<file path="src/rtl/irq_pkg.sv">
package irq_pkg;

  typedef enum logic [1:0] {
    ST_IDLE = 2'd0,
    ST_REQ  = 2'd1,
    ST_ACK  = 2'd2
  } irq_state_e;

  // Word offset of a source's vector slot from the restart base.
  // Slot 0 is restart, slot 1 the non-maskable source, slot k+2 line k.
  function automatic logic [31:0] vec_offset(input logic is_nmi, input int unsigned idx);
    if (is_nmi) return 32'd4;
    return (idx + 32'd2) * 32'd4;
  endfunction

endpackage

</file>
<file path="src/rtl/irq_edge_sync.sv">
module irq_edge_sync #(
  parameter int N = 5
) (
  input  logic         clk,
  input  logic         rst_n,
  input  logic [N-1:0] line_n,
  output logic [N-1:0] fall
);
  for (genvar i = 0; i < N; i++) begin : g_line
    logic s1_q, s2_q, prev_q;
    always_ff @(posedge clk or negedge rst_n) begin
      if (!rst_n) begin
        s1_q   <= 1'b1;
        s2_q   <= 1'b1;
        prev_q <= 1'b1;
      end else begin
        s1_q   <= line_n[i];
        s2_q   <= s1_q;
        prev_q <= s2_q;
      end
    end
    assign fall[i] = prev_q & ~s2_q;
  end
endmodule

</file>
<file path="src/rtl/irq_prio_pick.sv">
module irq_prio_pick #(
  parameter int N  = 4,
  parameter int SW = $clog2(N + 1)
) (
  input  logic [N-1:0]  cand,
  input  logic          nmi_pend,
  output logic          any,
  output logic [SW-1:0] src
);
  // Lowest index wins; the code N marks the non-maskable source.
  function automatic logic [SW-1:0] lowest_set(input logic [N-1:0] v);
    logic [SW-1:0] r;
    r = '0;
    for (int i = N - 1; i >= 0; i--) begin
      if (v[i]) r = SW'(i);
    end
    return r;
  endfunction

  assign any = nmi_pend | (|cand);
  assign src = nmi_pend ? SW'(N) : lowest_set(cand);
endmodule

</file>
<file path="src/rtl/irq_prio_ctrl.sv">
module irq_prio_ctrl #(
  parameter int              N_EXT      = 4,
  parameter int              AW         = 16,
  parameter int              ACK_CYCLES = 2,
  parameter logic [AW-1:0]   VEC_BASE   = 16'hFF80
) (
  input  logic             clk,
  input  logic             rst_n,
  input  logic [N_EXT-1:0] irq_n,
  input  logic             nmi_n,
  input  logic             reg_we,
  input  logic [1:0]       reg_addr,
  input  logic [N_EXT-1:0] reg_wdata,
  output logic [N_EXT-1:0] reg_rdata,
  input  logic             reti,
  input  logic             core_grant,
  output logic             core_req,
  output logic             iack,
  output logic [AW-1:0]    vec_addr
);
  import irq_pkg::*;

  localparam int SW = $clog2(N_EXT + 1);
  localparam int CW = $clog2(ACK_CYCLES + 1);
  localparam logic [SW-1:0] NMI_ID = SW'(N_EXT);
  localparam logic [1:0] A_FLAG = 2'd0;
  localparam logic [1:0] A_MASK = 2'd1;
  localparam logic [1:0] A_CTRL = 2'd2;

  // Edge capture for all lines, non-maskable line on top.
  logic [N_EXT:0] fall;
  irq_edge_sync #(.N(N_EXT + 1)) u_sync (
    .clk    (clk),
    .rst_n  (rst_n),
    .line_n ({nmi_n, irq_n}),
    .fall   (fall)
  );

  irq_state_e     state_q;
  logic [CW-1:0]  cnt_q;
  logic [SW-1:0]  cur_src_q;
  logic [N_EXT-1:0] flag_q, imr_q;
  logic           intm_q, nmi_pend_q;

  // Named internal events.
  logic             take_ev, take_nmi, take_mask;
  logic [N_EXT-1:0] sw_clr, ack_clr, cand, cur_onehot;
  logic             pick_any;
  logic [SW-1:0]    pick_src;
  logic             unused_wbits;

  assign take_ev    = (state_q == ST_REQ) && core_grant;
  assign take_nmi   = take_ev && (cur_src_q == NMI_ID);
  assign take_mask  = take_ev && (cur_src_q != NMI_ID);
  assign cur_onehot = {{(N_EXT-1){1'b0}}, 1'b1} << cur_src_q;
  assign sw_clr     = (reg_we && reg_addr == A_FLAG) ? reg_wdata : '0;
  assign ack_clr    = take_mask ? cur_onehot : '0;
  assign cand       = flag_q & imr_q & {N_EXT{~intm_q}};
  assign unused_wbits = ^reg_wdata;

  irq_prio_pick #(.N(N_EXT), .SW(SW)) u_pick (
    .cand     (cand),
    .nmi_pend (nmi_pend_q),
    .any      (pick_any),
    .src      (pick_src)
  );

  // Flags, enables, global disable bit.
  always_ff @(posedge clk or negedge rst_n) begin
    if (!rst_n) begin
      flag_q     <= '0;
      imr_q      <= '0;
      intm_q     <= 1'b1;
      nmi_pend_q <= 1'b0;
    end else begin
      flag_q     <= (flag_q & ~(sw_clr | ack_clr)) | fall[N_EXT-1:0];
      nmi_pend_q <= (nmi_pend_q & ~take_nmi) | fall[N_EXT];
      if (reg_we && reg_addr == A_MASK) imr_q <= reg_wdata;
      if (take_mask)                         intm_q <= 1'b1;
      else if (reti)                         intm_q <= 1'b0;
      else if (reg_we && reg_addr == A_CTRL) intm_q <= reg_wdata[0];
    end
  end

  // Request / acknowledge sequencer.
  always_ff @(posedge clk or negedge rst_n) begin
    if (!rst_n) begin
      state_q   <= ST_IDLE;
      cnt_q     <= '0;
      cur_src_q <= '0;
    end else begin
      unique case (state_q)
        ST_IDLE: if (pick_any) begin
          state_q   <= ST_REQ;
          cur_src_q <= pick_src;
        end
        ST_REQ: if (core_grant) begin
          state_q <= ST_ACK;
          cnt_q   <= CW'(ACK_CYCLES - 1);
        end
        ST_ACK: begin
          if (cnt_q == '0) state_q <= ST_IDLE;
          else             cnt_q   <= cnt_q - 1'b1;
        end
        default: state_q <= ST_IDLE;
      endcase
    end
  end

  assign core_req = (state_q == ST_REQ);
  assign iack     = (state_q == ST_ACK);
  assign vec_addr = (state_q == ST_IDLE) ? VEC_BASE
                  : VEC_BASE + AW'(vec_offset(cur_src_q == NMI_ID, 32'(cur_src_q)));

  always_comb begin
    unique case (reg_addr)
      A_FLAG:  reg_rdata = flag_q;
      A_MASK:  reg_rdata = imr_q;
      A_CTRL:  reg_rdata = {{(N_EXT-1){1'b0}}, intm_q};
      default: reg_rdata = '0;
    endcase
  end
endmodule

</file>
<file path="config.mk">
export PLATFORM = sky130hd
export DESIGN_NAME = irq_prio_ctrl
export DESIGN_NICKNAME = d
export VERILOG_FILES = /design/src/rtl/irq_pkg.sv /design/src/rtl/irq_edge_sync.sv /design/src/rtl/irq_prio_pick.sv /design/src/rtl/irq_prio_ctrl.sv
export SDC_FILE = /design/constraint.sdc
export NUM_CORES = 1
export LEC_CHECK = 0
export ABC_AREA = 1
export BUFFER_PORTS_ARGS = -buffer_cell sky130_fd_sc_hd__buf_2
export CAP_MARGIN = 20
export CORE_MARGIN = 2
export CORE_UTILIZATION = 45
export CTS_CLUSTER_DIAMETER = 80
export DETAILED_ROUTE_END_ITERATION = 8
export PLACE_DENSITY = 0.77
export SETUP_SLACK_MARGIN = 0.4
export SYNTH_ARGS = -nofsm -noshare
export SYNTH_HDL_FRONTEND = slang
export SYNTH_SLANG_ARGS = --single-unit
</file>
<file path="constraint.sdc">
create_clock -name clk -period 3 [get_ports clk]
set_input_delay 0.3 -clock clk [delete_from_list [all_inputs] [get_ports clk]]
set_output_delay 0.3 -clock clk [all_outputs]
set_load 0.01 [all_outputs]
</file>
Word level (Yosys, flattened, before mapping)
Index checks and enable logic that the tools add are counted.
- logic and storage cells: 94
- register bits after elaboration: 32
- mux-type cells: 22
- shift-type cells: 1
- add/sub/neg operators: 3
- bitwise logic cells: 21
- reductions and logical operators: 15
- equality and inequality tests: 10
- operator list (operator ; count):
    $mux 16 ; 3
    $mux 2 ; 9
    $add 16x16->16 const A ; 1
    $and 4x4->4 ; 3
    $pmux 4 s3 ; 1
    $mux 4 ; 2
    $or 4x4->4 ; 2
    $not 1->1 ; 7
    $and 1x1->1 ; 6
    $logic_and 1x1->1 ; 6
    $logic_not 2->1 ; 3
    $ne 2x2->1 const B ; 3
    $pmux 2 s3 ; 1
    $reduce_and 3->1 ; 2
    $add 3x2->4 const B ; 1
    $eq 2x1->1 const B ; 2
    $eq 2x2->1 const B ; 2
    $mux 1 ; 4
    $not 4->4 ; 1
    $pmux 2 s2 ; 1
    $reduce_or 4->1 ; 1
    $shl 1x3->4 const A ; 1
    $eq 3x3->1 const B ; 1
    $mux 3 ; 1
    other kinds (7) ; 8

Longest topological paths before layout
- word-level depth: 8
- gate-level depth with buffers: 7
- gate-level depth less buffers: 7

Cells and area by module
From an unflattened synthesis, not the netlist that was laid out.
- cell total of the unflattened synthesis: 170
- area, all modules: 1545.2 um^2
- by module, submodules not included (module ; instances ; seq. area each (um^2) ; area an instance (um^2) ; cells an instance):
    irq_prio_ctrl ; 1 ; 426.7 ; 1038.5 ; 133
    irq_edge_sync ; 1 ; 394.1 ; 444.2 ; 25
    irq_prio_pick ; 1 ; 0.0 ; 62.6 ; 12

Least setup slack after synthesis
Ideal clock, no wire load.
- kind: reg-to-output
- start point: register state_q[0]
- end point: output vec_addr[3]
- path buffers: 0
- slack: 1.752 ns
- arrival: 0.948 ns
- cell stages (with the launch flop): 5
- data required time: 2.700 ns
- path through: dfrtp_1 > inv_2 > nand2_1 > inv_1 > nor3_1
- word-level cells in the longest chain between the ends: 2
- RTL lines (what ; RTL line ; RTL):
    from (decl) ; irq_prio_ctrl.sv:39 ; irq_state_e state_q;
    from (signal assigned) ; irq_prio_ctrl.sv:88 ; state_q <= ST_IDLE;
    from (signal assigned) ; irq_prio_ctrl.sv:94 ; state_q <= ST_REQ;
    from (signal assigned) ; irq_prio_ctrl.sv:98 ; state_q <= ST_ACK;
    $logic_not 2->1 ; irq_prio_ctrl.sv:112 ; assign vec_addr = (state_q == ST_IDLE) ? VEC_BASE
    $mux 16 ; irq_prio_ctrl.sv:112 ;
    to (decl) ; irq_prio_ctrl.sv:19 ; output logic [AW-1:0] vec_addr
No other way between the ends.

Worst setup path after layout
- start point: register cur_src_q[1]
- end point: output vec_addr[3]
- word-level cells in the longest chain between the ends: 5
- elaborated cells between the ends (all ways): 6
- those cells by class: add/sub (2); eq/ne (1); mux (3)
- RTL lines (what ; RTL line ; RTL):
    from (decl) ; irq_prio_ctrl.sv:41 ; logic [SW-1:0] cur_src_q;
    from (signal assigned) ; irq_prio_ctrl.sv:95 ; cur_src_q <= pick_src;
    branches (longest 2 deep; another with $add 3x2->4) ; n/a ;
    $mux 16 (*) ; irq_pkg.sv:13 ; return (idx + 32'd2) * 32'd4;
    $add 16x16->16 (*) ; irq_prio_ctrl.sv:113 ; : VEC_BASE + AW'(vec_offset(cur_src_q == NMI_ID, 32'(cur_src_q)));
    $mux 16 (*) ; irq_prio_ctrl.sv:112 ;
Every way passes the cells marked *.

==> reports/metrics.csv <==
stage,metric,value,unit
outcome,run status,"complete, no violations",
sta,final number of setup-violating endpoints,0,
worst_setup_path,type of the worst setup path,reg2out,
yosys,instance count of the mapped netlist,152,
yosys,"Seq/Total Area, Yosys",56.2,%
die,Die Y,61.0,um
worst_setup_path,CP arrival,1.35,ns
clock_network,post-CTS sizing,0,
power,Pleak,0.829,nW
worst_setup_path,critical path required time,2.70,ns
worst_setup_path,launching element type of the critical path,flop,
routing,average wire per standard cell,11.3,um
routing,first-pass iteration count of the detailed router,5,
worst_setup_path,FF-to-FF setup slack,1.77,ns
routing,Post-DRT Antenna Nets,0,
clock_network,Num CTS Buffers,5,
sta,final setup skew,0.00543,ns
yosys,Post-synth top flop,sky130_fd_sc_hd__dfstp_2,
worst_setup_path,capture point of the worst reg-to-reg path,state_q[0]$_DFFE_PN0P_,
grt,wire length of the first global-routing pass,4220,um
clock_network,level count of the clock H-tree,2,
power,portion of total power attributed to combinational logic,34.3,%
power,Clk pwr share,20.9,%
sta,slew at the pin closest to its max-slew limit,0.680,ns
die,floorplan row count,20,
sta,fin crit period,1.65,ns
worst_setup_path,critical-path cell with the highest stage delay,sky130_fd_sc_hd__dfrtp_1,
yosys,post-synthesis instance area,1460,sq um
worst_setup_path,depth of the most critical reg-to-reg path,5,
sta,number of max-slew violations in the final report,0,
yosys,Post-synth top cells,"23 x sky130_fd_sc_hd__nand2_1, 21 x sky130_fd_sc_hd__inv_1, 16 x sky130_fd_sc_hd__dfrtp_1, 16 x sky130_fd_sc_hd__dfstp_2, 15 x sky130_fd_sc_hd__o21ai_0",
yosys,yosys warns,0,
min_path,Tightest Hold Check Type,in2async,
placement,routability congestion estimate from global placement,0.800,
grt,pin count of the biggest net entering global routing,33,
power,share of total power in sequential cells,44.8,%
clock_network,clock insertion delay at the later pin of the skew report,0.33,ns
yosys,share of async-settable or async-resettable flops after synthesis,100,%
power,maximum resistive drop on vdd,0.593,mV
final_layout,total inserted antenna cells,0,
sta,endpoints failing hold,0,
routing,Post-route DRC,0,
yosys,Yosys top cell area share,28.8,%
worst_setup_path,last element of the critical path,vec_addr[3],
worst_setup_path,critical path depth,5,
placement,DPL Wire Length,1890,um
routing,DR vias,1058,
yosys,cells taking the most area after synthesis,"sky130_fd_sc_hd__dfstp_2 29%, sky130_fd_sc_hd__dfrtp_1 27%, sky130_fd_sc_hd__buf_4 6.2%",
worst_setup_path,critical path's top delay family,flip-flops,
sta,worst slew margin relative to its limit,54.7,%
worst_setup_path,number of buffer and inverter stages on the critical path,3,
yosys,count of unique library cells instantiated by Yosys,22,
final_layout,Synth-to-Final Area Change,13.6,%
yosys,most repeated cell in the gate-level netlist after synthesis,sky130_fd_sc_hd__nand2_1,
clock_network,number of hold buffers added after CTS,0,
sta,post-route clock period utilization,55.1,%
worst_setup_path,stage delay of the slowest cell on the critical path,0.42,ns
sta,total negative slack,0,ns
power,switching share of total power,37.5,%
final_layout,share of post-route cells with drive strength above 1,32.2,%
grt,remaining global-route overflow,0,
job,max-capacitance violation count,0,
power,Total Power,0.00134,W
yosys,number of synthesized flops with an enable pin,0,
clock_network,cell chosen for the clock root,sky130_fd_sc_hd__clkbuf_4,
die,count of pins on the block boundary,38,
sta,unrepaired setup endpoints after global routing,no,
worst_setup_path,largest fanout of any net on the critical path,5,
grt,initial antenna violation count,0,
clock_network,Num Clock Sinks,32,
yosys,library cell with the largest summed area after synthesis,sky130_fd_sc_hd__dfstp_2,
clock_network,clock slew at reported path FFs,0.09,ns
clock_network,post-CTS setup buffer count,0,
worst_setup_path,most frequent CP cell,sky130_fd_sc_hd__inv_1,
die,Core Footprint,3080,sq um
clock_network,CTS tree,built,
yosys,number of flip-flops and latches in the synthesized netlist,32,
power,Int Pwr,0.000840,W
clock_network,clk buf depth,2,
die,die width,61.0,um
worst_setup_path,Critical R2R Launch,intm_q$_DFFE_PN1P_,
worst_setup_path,worst path cell trace,"inv_1, nand3_1, inv_1, nor3_1, buf_2",
power,pwr dens,811,nW/um^2
final_layout,final layout net count,200,
final_layout,count of non-filler cells in the finished layout,227,
worst_setup_path,launching instance or port of the critical path,cur_src_q[1]$_DFFE_PN0P_,
power,Sw Pwr,0.000505,W
die,Initial Util,47.4,%
routing,WL final,2560,um
placement,total of buffers placed on input and output ports,25,
grt,GRT Overall Usage,16.2,%
worst_setup_path,category of the worst setup path capture point,primary output,
yosys,Post-Syn Area per Cell,9.61,sq um
placement,Placed Cells,219,
grt,via count of the first global-routing pass,974,
routing,violation count after the first detailed-routing iteration,39,
routing,via density per instance,4.66,
sta,max frequency,605,MHz
die,Die Outline Area,3720,sq um
## through the flow
stage	hold WS [ns]	area (sq um)	worst slack [ns]	util, %
after floorplan	0.00441	1500	1.75	-
after global placement	0.346	1590	1.72	51.6
after detailed placement	0.347	1590	1.70	51.6
after CTS	0.0103	1660	1.32	53.9
after global routing	0.0314	1660	1.24	53.9
final	0.00513	1660	1.35	53.9
## worst reg2reg max path, cell delays in order, from the launching register on
cell	delay (ns)
sky130_fd_sc_hd__dfstp_2	0.57
sky130_fd_sc_hd__inv_1	0.08
sky130_fd_sc_hd__nand3_1	0.12
sky130_fd_sc_hd__nand3_1	0.11
sky130_fd_sc_hd__nand2_1	0.13
sky130_fd_sc_hd__o21ai_0	0.10
## power by group through the flow
stage | logic [W] | clock network [W] | registers (W)
finish | 0.000461 | 0.000281 | 0.000603
global route | 0.000528 | 0.000308 | 0.000617
CTS | 0.000465 | 0.000292 | 0.000602
detailed placement | 0.000459 | 0 | 0.000610
global placement | 0.000445 | 0 | 0.000606
floorplan | 0.000339 | 0 | 0.000594
## routing by layer
metal / share of wire, % / track usage (%)
met5: 0 / 0
met4: 1.4 / 6.52
met3: 4.6 / 5.76
met2: 49 / 26.1
met1: 45 / 19.9
## cell type report
type | instances | area (sq um)
fill | 291 | 1420
multi-input combinational | 95 | 500
timing repair buffer | 25 | 125
tap | 44 | 55.1
clock inverter | 1 | 5.00
inverter | 23 | 86.3
sequential | 32 | 821
clock buffer | 7 | 66.3
## placed cells by master, fill, tap and decap left out, types with 2 or more instances in the layout
cell	instances
sky130_fd_sc_hd__o22ai_1	5
sky130_fd_sc_hd__dfstp_2	16
sky130_fd_sc_hd__inv_1	21
sky130_fd_sc_hd__ha_1	2
sky130_fd_sc_hd__conb_1	12
sky130_fd_sc_hd__nand2_4	2
sky130_fd_sc_hd__nor2_4	3
sky130_fd_sc_hd__a22o_1	3
sky130_fd_sc_hd__a21oi_1	3
sky130_fd_sc_hd__inv_2	2
sky130_fd_sc_hd__nand2_1	23
sky130_fd_sc_hd__nor2_1	9
sky130_fd_sc_hd__nand3_1	11
sky130_fd_sc_hd__clkbuf_4	5
sky130_fd_sc_hd__buf_2	25
sky130_fd_sc_hd__dfrtp_1	16
sky130_fd_sc_hd__nor2_2	2
sky130_fd_sc_hd__o21ai_0	15
## worst min path at each step
stage	endpoint	slack, ns	cells past startpoint
floorplan	cnt_q[0]$_DFFE_PN0P_	0.004	0
global placement	u_sync.g_line[4].s2_q$_DFF_PN1_	0.35	0
detailed placement	u_sync.g_line[1].s2_q$_DFF_PN1_	0.35	0
CTS	flag_q[3]$_DFF_PN0_	0.01	1
global route	flag_q[1]$_DFF_PN0_	0.03	1
finish	cnt_q[0]$_DFFE_PN0P_	0.005	1
## registers in the layout, summed over array words and instances (netlist names)
signal and flops:
cur_src_q 3, flag_q 4, cnt_q 2, u_sync.g_line.s1_q 5, imr_q 4, u_sync.g_line.s2_q 5
nmi_pend_q 1, state_q 2, u_sync.g_line.prev_q 5, intm_q 1
## kinds of logic after synthesis
kind of cell | after synthesis | synth area share (%)
other | 2 | 0.514
AOI/OAI and AO/OA | 28 | 11.5
adders and majority gates | 2 | 1.71
and+or+nand+nor | 53 | 18.0
DFF | 32 | 56.2
buffers and inverters | 35 | 12.1
(Power assumes the default switching activity.)
